[config.mk]
export PLATFORM = sky130hd
export DESIGN_NAME = periodic_irq_gen
export DESIGN_NICKNAME = d
export VERILOG_FILES = /design/src/rtl/periodic_irq_pkg.sv /design/src/rtl/pig_rate_decode.sv /design/src/rtl/pig_tick_divider.sv /design/src/rtl/pig_second_counter.sv /design/src/rtl/periodic_irq_gen.sv
export SDC_FILE = /design/constraint.sdc
export NUM_CORES = 1
export LEC_CHECK = 0
export ABC_AREA = 0
export BUFFER_PORTS_ARGS = -buffer_cell sky130_fd_sc_hd__buf_2
export CORE_MARGIN = 2
export CORE_UTILIZATION = 55
export CTS_CLUSTER_DIAMETER = 60
export CTS_CLUSTER_SIZE = 30
export DETAILED_ROUTE_END_ITERATION = 7
export MAX_ROUTING_LAYER = met4
export PLACE_DENSITY_LB_ADDON = 0.08
export SLEW_MARGIN = 20
export SYNTH_ARGS = -nofsm -noshare
export SYNTH_HDL_FRONTEND = slang
export SYNTH_SLANG_ARGS = --single-unit
[constraint.sdc]
create_clock -name clk -period 3.17 [get_ports clk]
set_input_delay 0 -clock clk [delete_from_list [all_inputs] [get_ports clk]]
set_output_delay 0 -clock clk [all_outputs]
set_load 0.1 [all_outputs]
[src/rtl/periodic_irq_pkg.sv]
package periodic_irq_pkg;
  localparam int RATE_W = 4;
  typedef logic [RATE_W-1:0] rate_t;

  // log2 of the number of base ticks per periodic event
  function automatic int unsigned period_log2(input rate_t code,
                                              input int unsigned base_log2,
                                              input int unsigned slow_a_log2,
                                              input int unsigned slow_b_log2);
    int unsigned r;
    case (code)
      4'd0:    r = 0;
      4'd1:    r = base_log2 - slow_a_log2;
      4'd2:    r = base_log2 - slow_b_log2;
      default: r = int'(code) - 3;
    endcase
    return r;
  endfunction
endpackage

[src/rtl/pig_rate_decode.sv]
module pig_rate_decode
  import periodic_irq_pkg::*;
#(
  parameter int unsigned BASE_LOG2   = 13,
  parameter int unsigned SLOW_A_LOG2 = 8,
  parameter int unsigned SLOW_B_LOG2 = 7,
  localparam int DIV_W = BASE_LOG2,
  localparam int LIM_W = BASE_LOG2 + 1
) (
  input  rate_t            code,
  output logic [DIV_W-1:0] reload,
  output logic [LIM_W-1:0] evt_limit,
  output logic             flag_en
);
  int unsigned plog;

  always_comb begin
    plog      = period_log2(code, BASE_LOG2, SLOW_A_LOG2, SLOW_B_LOG2);
    reload    = DIV_W'((64'd1 << plog) - 64'd1);
    evt_limit = LIM_W'(64'd1 << (BASE_LOG2 - plog));
    flag_en   = (code != '0);
  end
endmodule

[src/rtl/pig_tick_divider.sv]
module pig_tick_divider #(
  parameter int DIV_W = 13
) (
  input  logic             clk,
  input  logic             rst_n,
  input  logic             restart,
  input  logic             tick,
  input  logic [DIV_W-1:0] reload,
  output logic             evt
);
  logic [DIV_W-1:0] cnt;

  assign evt = tick && !restart && (cnt == '0);

  always_ff @(posedge clk or negedge rst_n) begin
    if (!rst_n)          cnt <= '0;
    else if (restart)    cnt <= reload;
    else if (tick) begin
      if (cnt == '0)     cnt <= reload;
      else               cnt <= cnt - 1'b1;
    end
  end

  // with a stable code the phase never exceeds the reload value
  assert_cnt_within_reload_R4: assert property (@(posedge clk) disable iff (!rst_n)
    !restart |-> (cnt <= reload));
endmodule

[src/rtl/pig_second_counter.sv]
module pig_second_counter #(
  parameter int LIM_W = 14
) (
  input  logic             clk,
  input  logic             rst_n,
  input  logic             restart,
  input  logic             evt,
  input  logic [LIM_W-1:0] limit,
  output logic             wrap
);
  logic [LIM_W-1:0] cnt;
  logic [LIM_W-1:0] nxt;

  assign nxt  = cnt + 1'b1;
  assign wrap = evt && (nxt == limit);

  always_ff @(posedge clk or negedge rst_n) begin
    if (!rst_n)       cnt <= '0;
    else if (restart) cnt <= '0;
    else if (evt)     cnt <= wrap ? '0 : nxt;
  end

  // the event count stays below the current frequency
  assert_evt_below_limit_R7: assert property (@(posedge clk) disable iff (!rst_n)
    !restart |-> (cnt < limit));
  // a restart leaves the counter at zero
  assert_restart_clears_R8: assert property (@(posedge clk) disable iff (!rst_n)
    restart |=> (cnt == '0));
endmodule

[src/rtl/periodic_irq_gen.sv]
module periodic_irq_gen
  import periodic_irq_pkg::*;
#(
  parameter int unsigned BASE_LOG2   = 13,
  parameter int unsigned SLOW_A_LOG2 = 8,
  parameter int unsigned SLOW_B_LOG2 = 7
) (
  input  logic       clk,
  input  logic       rst_n,
  input  logic       base_tick,
  input  logic [3:0] rate_sel,
  input  logic       pie,
  input  logic       hold_upd,
  output logic       pflag_set,
  output logic       irq_set,
  output logic       sec_strobe
);
  localparam int DIV_W = BASE_LOG2;
  localparam int LIM_W = BASE_LOG2 + 1;

  rate_t            rate_q;
  logic             rate_change;
  logic [DIV_W-1:0] reload;
  logic [LIM_W-1:0] evt_limit;
  logic             flag_en;
  logic             evt;
  logic             sec_wrap;

  assign rate_change = (rate_sel != rate_q);

  always_ff @(posedge clk or negedge rst_n) begin
    if (!rst_n) rate_q <= '0;
    else        rate_q <= rate_sel;
  end

  pig_rate_decode #(
    .BASE_LOG2  (BASE_LOG2),
    .SLOW_A_LOG2(SLOW_A_LOG2),
    .SLOW_B_LOG2(SLOW_B_LOG2)
  ) u_dec (
    .code     (rate_sel),
    .reload   (reload),
    .evt_limit(evt_limit),
    .flag_en  (flag_en)
  );

  pig_tick_divider #(.DIV_W(DIV_W)) u_div (
    .clk    (clk),
    .rst_n  (rst_n),
    .restart(rate_change),
    .tick   (base_tick),
    .reload (reload),
    .evt    (evt)
  );

  pig_second_counter #(.LIM_W(LIM_W)) u_sec (
    .clk    (clk),
    .rst_n  (rst_n),
    .restart(rate_change),
    .evt    (evt),
    .limit  (evt_limit),
    .wrap   (sec_wrap)
  );

  always_ff @(posedge clk or negedge rst_n) begin
    if (!rst_n) begin
      pflag_set  <= 1'b0;
      irq_set    <= 1'b0;
      sec_strobe <= 1'b0;
    end else begin
      pflag_set  <= evt && flag_en;
      irq_set    <= evt && flag_en && pie;
      sec_strobe <= sec_wrap && !hold_upd;
    end
  end

  // no periodic flag from code 0
  assert_no_flag_code0_R2: assert property (@(posedge clk) disable iff (!rst_n)
    pflag_set |-> ($past(rate_sel) != 4'd0));
  // request only with flag and enable
  assert_irq_with_flag_R6: assert property (@(posedge clk) disable iff (!rst_n)
    irq_set |-> (pflag_set && $past(pie)));
  // hold suppresses the update strobe
  assert_hold_blocks_R9: assert property (@(posedge clk) disable iff (!rst_n)
    sec_strobe |-> !$past(hold_upd));
  // every pulse follows a tick
  assert_pulse_after_tick_R10: assert property (@(posedge clk) disable iff (!rst_n)
    (pflag_set || irq_set || sec_strobe) |-> $past(base_tick));
  // nothing fires out of a restart cycle
  assert_restart_quiet_R5: assert property (@(posedge clk) disable iff (!rst_n)
    $past(rate_change) |-> (!pflag_set && !sec_strobe));
endmodule

==> results of run 1 <==
==> cells by family (layout without fill, tap and decap cells) <==
family / count (synthesis) / count (layout) / synth area share, %
simple gates: 146 / 146 / 26.7
flops: 34 / 34 / 28.1
fa+ha+maj: 14 / 14 / 5.79
buf+inv: 36 / 116 / 4.80
mux: 6 / 6 / 2.11
compound gates: 124 / 124 / 27.9
xor+xnor: 16 / 16 / 4.63
==> synth_stat cells, drive strengths merged (5+ instances only) <==
master,count,share of area [%]
inv,20,2.5
buf,7,1.2
o21ai,43,7.1
nor4,10,2.1
nand2,31,3.9
o211ai,5,1.2
xor2,8,2.3
ha,14,5.8
a21oi,23,3.8
or3,7,1.8
and2,6,1.2
nor2,27,3.7
nand4,8,1.9
nor3,13,2.3
a22o,9,2.6
clkbuf,9,1.1
dfrtp,34,28
nand2b,5,1.0
a21o,7,1.7
nand3,16,3.2
xnor2,8,2.3
==> per-stage QoR <==
stage / TNS, ns / setup WS [ns]
global placement: -9.26 / -0.659
CTS: -1.45 / -0.120
detailed placement: -10.73 / -0.736
global route: -4.63 / -0.344
floorplan: -5.05 / -0.437
finish: -2.14 / -0.168
==> worst register-to-register path: stages (launching register included) <==
cell and delay, ns:
dfrtp_1 0.44, ha_1 0.21, nand4_1 0.15, buf_4 0.22, o31ai_1 0.49, o211a_1 0.25
a22o_1 0.14, a22o_1 0.15, o2111ai_2 0.15, buf_4 0.18, o31ai_4 0.22, buf_6 0.16
nor2_4 0.07, a22o_1 0.24
==> path summary, 6_finish.rpt <==
| check | from | endpoint | slack, ns | depth (start not counted) |
|---|---|---|---|---|
| max in group asynchronous | rst_n | u_sec.cnt[4]$_DFFE_PN0P_ | 2.35 | 2 |
| setup reg to reg | u_sec.cnt[1]$_DFFE_PN0P_ | u_sec.cnt[12]$_DFFE_PN0P_ | 0.01 | 13 |
| min in group asynchronous | rst_n | u_div.cnt[3]$_DFFE_PN0P_ | 0.32 | 2 |
| hold reg to reg | u_sec.cnt[13]$_DFFE_PN0P_ | u_sec.cnt[13]$_DFFE_PN0P_ | 0.53 | 1 |
| setup / recovery | rate_sel[3] | u_sec.cnt[10]$_DFFE_PN0P_ | -0.17 | 21 |
| hold / removal | base_tick | u_div.cnt[3]$_DFFE_PN0P_ | 0.03 | 2 |
==> flip-flops by register name, indices dropped and copies added (netlist names) <==
register / count
u_sec.cnt: 14
sec_strobe: 1
rate_q: 4
u_div.cnt: 13
irq_set: 1
pflag_set: 1
==> power breakdown <==
| group | switching [mW] | internal [mW] | total [mW] |
|---|---|---|---|
| combinational | 0.236 | 0.205 | 0.441 |
| sequential | 0.0308 | 0.464 | 0.495 |
| clock | 0.174 | 0.175 | 0.349 |
==> routing by layer <==
| metal | GRT usage, % | routed length [µm] |
|---|---|---|
| met4 | 7.37 | 127 |
| met5 | - | 0 |
| met1 | 42.1 | 4120 |
| met2 | 48.9 | 4190 |
| met3 | 4.25 | 601 |
==> final cells by class <==
class / instances / area, µm² / share of cell area [%]
clock inverters: 2 / 12.5 / 0.308
well taps: 72 / 90.1 / 2.22
clock buffers: 6 / 82.6 / 2.03
repair buffers: 88 / 686 / 16.9
multi-input cells: 306 / 2250 / 55.4
flip-flops and latches: 34 / 851 / 21.0
inverters: 20 / 90.1 / 2.22
==> what timing repair did <==
item	in CTS	in global routing
hold endpoints to repair	37	0
pin swaps	8	13
gates resized for setup	30	26
endpoints found under the setup margin	15	15
hold buffers	4	0
buffers inserted	7	4
==> flow_summary.toml, run 1 <==
[clocking]
cts.clk_slew.worst_paths_ns = 0.08
numClockSinks = 34
cts_buffer_depth = 2
htree_levels = 2
clk-insertion-delay-late_ns = 0.29
cts_tree = "done"
cts_root_buf = "clkbuf_8"
cts_buffers = 5

[timing]
whs_ns = 0.0312
tightest_slew_ns = 0.785
layout_min_cycle_time_ns = 3.34
period_share_pct = 105
setup_viol = 15
max-slew-margin-rel_pct = 47.6
rsz0062_at_grt = "yes"
fmax_mhz = 300
hold_viol_final = 0
fin_skew_ns = 0.00624
worst_slack_ns = -0.168
maxSlewViolCount = 0

[placed_design]
place_area_um2 = 3640
portBuffers = 11
dpl.hpwl_mm = 6.48
gp_congestion = 0.989
dpl.cell_count = 505

[layout]
syn_to_final_growth_pct = 34.2
final_common_cell = "buf_4"
diodes = 0
fill_cells = 391
mostFrequentLayoutCells = "buf_4, o21ai_0, dfrtp_1"
nets = 478
post-route-cell-area_um2 = 4060
utilization_pct = 75.1
layout.cells.non_filler = 528
drive_gt1_share_pct = 33.3

[route]
via_per_inst = 6.25
vias = 3300
antenna_left = 0
drc_errors = 0
routedWlPerCell_um = 17.1
wl_mm = 9.04
drt_iter0_drc = 318
first_pass_iters = 5

[pwr]
peakVddDrop_v = 0.000197
p_total_mw = 1.28
power_density_nw_per_um2 = 317
power_leakage_nw = 1.79

[worst_setup_path]
critPathArrivalTime_ns = 3.53
critPathKind = "primary input to register"
worstPathCellList = "buf_2 -> or2_4 -> o21a_1 -> nor2_1 -> buf_4 -> inv_4 -> ha_4 -> nand2_2 -> nand2_2 -> ha_4 -> nor4b_4 -> nand4_1 -> a21o_1 -> or3_4 -> a221oi_2 -> nand4_2 -> buf_6 -> o31ai_4 -> buf_6 -> a21oi_2 -> a21o_1"
cpPeakStageDelay_ns = 0.37
start_kind = "primary input"
endpoint_kind = "register"
critical_path.top_delay_family = "simple AND/OR/NAND/NOR gates"
required_ns = 3.36
worstPathMaxFanout = 5
crit_path_top_delay_cell = "or3_4"
cp_num_buf_inv = 5

[synth]
yosys_register_bits = 34
synth_edf_count = 0
synth_area_per_cell_um2 = 8.05
synth_cell_types = 69
synth_cells = 376
yosysSeqAreaShare_pct = 28.1
synthArstFlopShare_pct = 100
synth_area_um2 = 3030
synth_ff_type = "dfrtp_1"
syn_nets = 399
synth-warning-count = 0

[status]
violations = "negative setup slack"
status = "finished, violations left"

[run]
cap_violations = 0

[die]
die-area_um2 = 6110
die_w_um = 78.2
row_count = 27
die_y_um = 78.2
coreArea_um2 = 5410
initial_core_util_pct = 56.0
ios = 12

[grt]
grt_pass1_wl_mm = 14.7
grt_pass1_vias = 3030
antenna_found_initial = 0
grt_max_degree = 35
track_usage_pct = 30.8
gr-total-overflow = 0

[min_path]
holdCritPathClass = "primary input to register"
(Power assumes the default switching activity.)
==> run 2, diff against run 1 <==
GPL_TIMING_DRIVEN = 0   (was default)
==> run 2 against run 1 <==
The run still ends with negative setup slack left. Global-route usage down 1.2 points. Largest cell class unchanged. Critical path type unchanged. Fmax fell by 5.2%. Clock skew about the same. Combinational power down 2%. Setup slack got worse by 0.18 ns. Wire length rose by 1.2%. Via count is 0.61% lower. Die area stayed put. Flip-flop and latch count unchanged.
==> flow_summary.toml, run 2 (same netlist as run 1, synthesis figures left out) <==
[worst_setup_path]
worstPathCellList = "buf_8 -> inv_6 -> ha_4 -> nor2_1 -> o21a_1 -> nor2_2 -> clkbuf_8 -> inv_4 -> ha_4 -> nand2_2 -> nand2_2 -> ha_4 -> nor4b_4 -> nand4_1 -> buf_6 -> a21o_1 -> or3_1 -> a221oi_2 -> nand4_2 -> buf_6 -> o31ai_4 -> buf_6 -> a21oi_2 -> a21o_1"
critPathKind = "primary input to register"
required_ns = 3.36
worstPathMaxFanout = 7
crit_path_top_delay_cell = "or3_1"
cpPeakStageDelay_ns = 0.37
critPathLaunch = "rate_sel[1]"
critical_path.top_delay_family = "simple AND/OR/NAND/NOR gates"
rr_startpoint = "u_sec.cnt[0]$_DFFE_PN0P_"
start_kind = "primary input"
endpoint_kind = "register"
cp_num_buf_inv = 7
critPathArrivalTime_ns = 3.71

[die]
die_y_um = 78.2
ios = 12
coreArea_um2 = 5410
die-area_um2 = 6110
die_w_um = 78.2
initial_core_util_pct = 56.0
row_count = 27

[clocking]
cts_buffer_depth = 2
htree_levels = 2
cts_buffers = 5
clk-insertion-delay-late_ns = 0.30
cts.clk_slew.worst_paths_ns = 0.08
cts_tree = "done"
cts_root_buf = "clkbuf_8"
numClockSinks = 34

[grt]
antenna_found_initial = 0
grt_max_degree = 35
grt_busiest_layer = "met2"
met3_usage_pct = 5.63
met1_usage_pct = 39.7
gr-total-overflow = 0
met2_usage_pct = 45.7
grt_pass1_vias = 2901
grt_pass1_wl_mm = 14.0
track_usage_pct = 29.7

[pwr]
power_density_nw_per_um2 = 324
power_leakage_nw = 1.67
netSwitchingPower_mw = 0.456
peakVddDrop_v = 0.000196
p_total_mw = 1.28
p_int_mw = 0.828
comb_power_share_pct = 33.8
clkPwrFrac_pct = 27.8
seqPwrFrac_pct = 38.4
switching_share_pct = 35.5

[layout]
regMostFlops = "u_sec.cnt"
syn_to_final_growth_pct = 31.1
mostFrequentLayoutCells = "dfrtp_1, o21ai_0, nand2_1"
utilization_pct = 73.4
post-route-cell-area_um2 = 3970
largest_reg_flops = 14
diodes = 0
nets = 453
layout.cells.non_filler = 503
drive_gt1_share_pct = 29.0
reg_top3 = "u_sec.cnt x14, u_div.cnt x13, rate_q x4"
final_common_cell = "dfrtp_1"

[route]
first_pass_iters = 4
antenna_left = 0
drc_errors = 0
drt_iter0_drc = 194
vias = 3280
wl_mm = 9.15
via_per_inst = 6.52
routedWlPerCell_um = 18.2

[timing]
worst_slack_ns = -0.350
rsz0062_at_grt = "yes"
fin_skew_ns = 0.00636
period_share_pct = 111
layout_min_cycle_time_ns = 3.52
fmax_mhz = 284
hold_viol_final = 0
tightest_slew_ns = 0.801
maxSlewViolCount = 0
whs_ns = 0.0172
max-slew-margin-rel_pct = 46.6
setup_viol = 15
tns_ns = -4.21

[placed_design]
dpl.hpwl_mm = 5.75
place_area_um2 = 3270
dpl.cell_count = 459
dp_worst_setup_slack_ns = -1.42
gp_congestion = 0.918
portBuffers = 11

[min_path]
holdCritPathClass = "primary input to register"
min-delay-start = "base_tick"

[status]
status = "finished, violations left"
violations = "negative setup slack"

[run]
cap_violations = 0
## run 2: power groups by stage
stage	clock, mW	sequential, mW	combinational (mW)
3_3_place_gp	0	0.500	0.307
2_1_floorplan	0	0.493	0.236
4_1_cts	0.358	0.493	0.356
3_5_place_dp	0	0.501	0.313
5_1_grt	0.370	0.498	0.470
6_report	0.357	0.493	0.434
## run 2: per-layer routing
layer	vias to the layer above	routed length, µm
li1	1520	-
met1	1584	3990
met2	141	4260
met3	35	638
met4	0	261
met5	-	0
## run 2: final timing paths
| check | to | depth (start not counted) | slack (ns) |
|---|---|---|---|
| min in group asynchronous | u_div.cnt[1]$_DFFE_PN0P_ | 2 | 0.31 |
| worst max register to register | u_sec.cnt[6]$_DFFE_PN0P_ | 11 | -0.30 |
| worst min register to register | u_sec.cnt[13]$_DFFE_PN0P_ | 1 | 0.51 |
| max in group asynchronous | u_sec.cnt[12]$_DFFE_PN0P_ | 2 | 2.34 |
| worst max-delay path | u_sec.cnt[13]$_DFFE_PN0P_ | 24 | -0.35 |
| worst min-delay path | u_div.cnt[3]$_DFFE_PN0P_ | 2 | 0.02 |
## run 2: worst register-to-register path, cell delays in order, from the launching register on
cell,delay [ns]
dfrtp_1,0.53
ha_1,0.34
nand4_1,0.22
or4_2,0.66
a211oi_1,0.27
a22o_1,0.16
a22o_1,0.17
o2111ai_2,0.22
o31ai_4,0.33
buf_6,0.17
o21ai_2,0.05
a22o_1,0.23
## run 2: cell type report
type,instances,area (µm²)
clock buffers,6,82.6
plain buffers,14,88.8
inverters,20,90.1
fillers,393,1440
clock inverters,2,12.5
well taps,72,90.1
repair buffers,49,443
multi-input cells,306,2310
flip-flops and latches,34,851
## run 2: repair_timing
item | in CTS | in global routing
gates cloned | 0 | 1
pin swaps | 19 | 25
endpoints found under the setup margin | 15 | 17
hold buffers | 7 | 0
buffers inserted | 15 | 15
resized for setup | 40 | 47
endpoints found under the hold margin | 40 | 0
==> run 3, diff against run 2 <==
clock period = 3.43 ns   (was 3.17 ns; I/O delays follow)
==> run 3 against run 2 <==
The run still ends with negative setup slack left. Flip-flop and latch count stayed put. Hold slack better by 0.017 ns. First-iteration DRC count rose by 16%. Via count fell by 1.1%. Critical path depth down 1. Register-to-register slack improved by 0.35 ns. Global-route usage up 0.41 points. Sequential share of layout area rose by 0.20 points. Non-clock buffer count fell by 3. Wire length decreased by 2.5%.
==> flow_summary.toml, run 3 (same netlist as run 1, synthesis figures left out) <==
[status]
status = "finished, violations left"
violations = "negative setup slack"

[worst_setup_path]
critPathArrivalTime_ns = 3.63
endpoint_kind = "register"
worstPathMaxFanout = 9
critPathKind = "primary input to register"
cpPeakStageDelay_ns = 0.37
crit_path_top_delay_cell = "or3_4"
start_kind = "primary input"
required_ns = 3.61
reg2reg_depth = 11
crit_top_cell = "ha_4"
worstPathCellList = "buf_8 -> inv_4 -> ha_4 -> nor2b_4 -> o22ai_1 -> nand2b_1 -> and2_4 -> inv_4 -> ha_4 -> nand2_4 -> nand2_4 -> ha_4 -> nor4b_4 -> nand4_1 -> buf_6 -> a21o_4 -> or3_4 -> a221oi_4 -> nand4_4 -> o31ai_4 -> buf_12 -> nor2_4 -> a22o_1"

[layout]
nets = 450
reg_top3 = "u_sec.cnt x14, u_div.cnt x13, rate_q x4"
mostFrequentLayoutCells = "o21ai_0, dfrtp_1, nand2_1"
fill_cells = 394
syn_to_final_growth_pct = 30.1
layout.cells.non_filler = 500
seqCellArea_um2 = 852
regMostFlops = "u_sec.cnt"
drive_gt1_share_pct = 27.3
utilization_pct = 72.8
multiInputGateArea_um2 = 2330
post-route-cell-area_um2 = 3940
largest_reg_flops = 14
diodes = 0
final_common_cell = "o21ai_0"

[placed_design]
gp_congestion = 0.918
place_area_um2 = 3270
portBuffers = 11
dpl.cell_count = 459
dp_worst_setup_slack_ns = -1.13
dpl.hpwl_mm = 5.65

[grt]
gr-total-overflow = 0
antenna_found_initial = 0
grt_max_degree = 35
grt_pass1_wl_mm = 14.3
track_usage_pct = 30.1
grt_pass1_vias = 2988

[pwr]
switching_share_pct = 35.5
seqPwrFrac_pct = 38.6
netSwitchingPower_mw = 0.419
power_leakage_nw = 1.61
clkPwrFrac_pct = 27.8
power_density_nw_per_um2 = 300
comb_power_share_pct = 33.6
p_int_mw = 0.763
peakVddDrop_v = 0.000206

[timing]
rsz0062_at_grt = "yes"
fmax_mhz = 290
setup_viol = 6
hold_viol_final = 0
fin_skew_ns = 0.00551
tns_ns = -0.0348
maxSlewViolCount = 0
tightest_slew_ns = 0.785
worst_slack_ns = -0.0164
max-slew-margin-rel_pct = 47.6
period_share_pct = 100
layout_min_cycle_time_ns = 3.45

[route]
vias = 3244
first_pass_iters = 5
routedWlPerCell_um = 17.8
drt_iter0_drc = 226
wl_mm = 8.92
drc_errors = 0
antenna_left = 0
via_per_inst = 6.49

[die]
coreArea_um2 = 5410
die_w_um = 78.2
die-area_um2 = 6110
row_count = 27
die_y_um = 78.2
initial_core_util_pct = 56.0
ios = 12

[clocking]
cts_root_buf = "clkbuf_8"
cts_tree = "done"
clk-insertion-delay-late_ns = 0.30
numClockSinks = 34
cts_buffer_depth = 2
cts.clk_slew.worst_paths_ns = 0.08
cts_buffers = 5
htree_levels = 2

[min_path]
holdPathStages = 2
holdCritPathClass = "primary input to register"

[run]
cap_violations = 0
-- run 3: cell type report --
cell class | count | area share [%]
tap | 72 | 2.29
buffer | 14 | 2.38
multi-input combinational | 306 | 59.1
inverter | 20 | 2.23
sequential | 34 | 21.6
clock inverter | 2 | 0.318
timing repair buffer | 46 | 9.95
clock buffer | 6 | 2.10
-- run 3: worst max-delay path, delay by kind of cell --
kind / cells / cell delay [ns]
fa+ha+maj: 3 / 0.49
buf+inv: 5 / 0.59
compound gates: 5 / 1.08
simple gates: 10 / 1.44
-- run 3: stage by stage --
| step | hold slack, ns | power [mW] |
|---|---|---|
| floorplan | -0.296 | 0.673 |
| global placement | 0.118 | 0.745 |
| detailed placement | 0.128 | 0.752 |
| CTS | 0.0330 | 1.12 |
| global route | 0.0397 | 1.24 |
| finish | 0.0342 | 1.18 |
-- run 3: power groups by stage --
stage | clock [mW] | combinational [mW] | sequential [mW]
floorplan | 0 | 0.218 | 0.456
global placement | 0 | 0.284 | 0.462
detailed placement | 0 | 0.289 | 0.463
CTS | 0.330 | 0.337 | 0.455
global route | 0.348 | 0.430 | 0.460
finish | 0.329 | 0.397 | 0.456
-- run 3: repair_timing --
| action | 4_1_cts | 5_1_grt |
|---|---|---|
| gates resized for setup | 39 | 40 |
| pin swaps | 17 | 21 |
| hold buffers | 7 | 0 |
| setup buffers | 18 | 10 |
| endpoints found under the hold margin | 40 | 0 |
| setup endpoints to repair | 15 | 15 |
-- run 3: metal layers --
layer	share of wire, %	GRT usage [%]	vias up
li1	-	-	1521
met1	43	39.8	1538
met2	48	47.1	153
met3	6.7	4.48	32
met4	2.7	11.1	0
met5	0	-	-
-- run 3: final timing paths --
path,from,end,slack (ns)
max in group asynchronous,rst_n,u_sec.cnt[0]$_DFFE_PN0P_,2.57
min in group asynchronous,rst_n,u_div.cnt[3]$_DFFE_PN0P_,0.31
max,rate_sel[0],u_sec.cnt[8]$_DFFE_PN0P_,-0.02
min,base_tick,u_div.cnt[3]$_DFFE_PN0P_,0.03
min reg2reg,u_sec.cnt[13]$_DFFE_PN0P_,u_sec.cnt[13]$_DFFE_PN0P_,0.51
max reg2reg,u_sec.cnt[0]$_DFFE_PN0P_,u_sec.cnt[8]$_DFFE_PN0P_,0.05
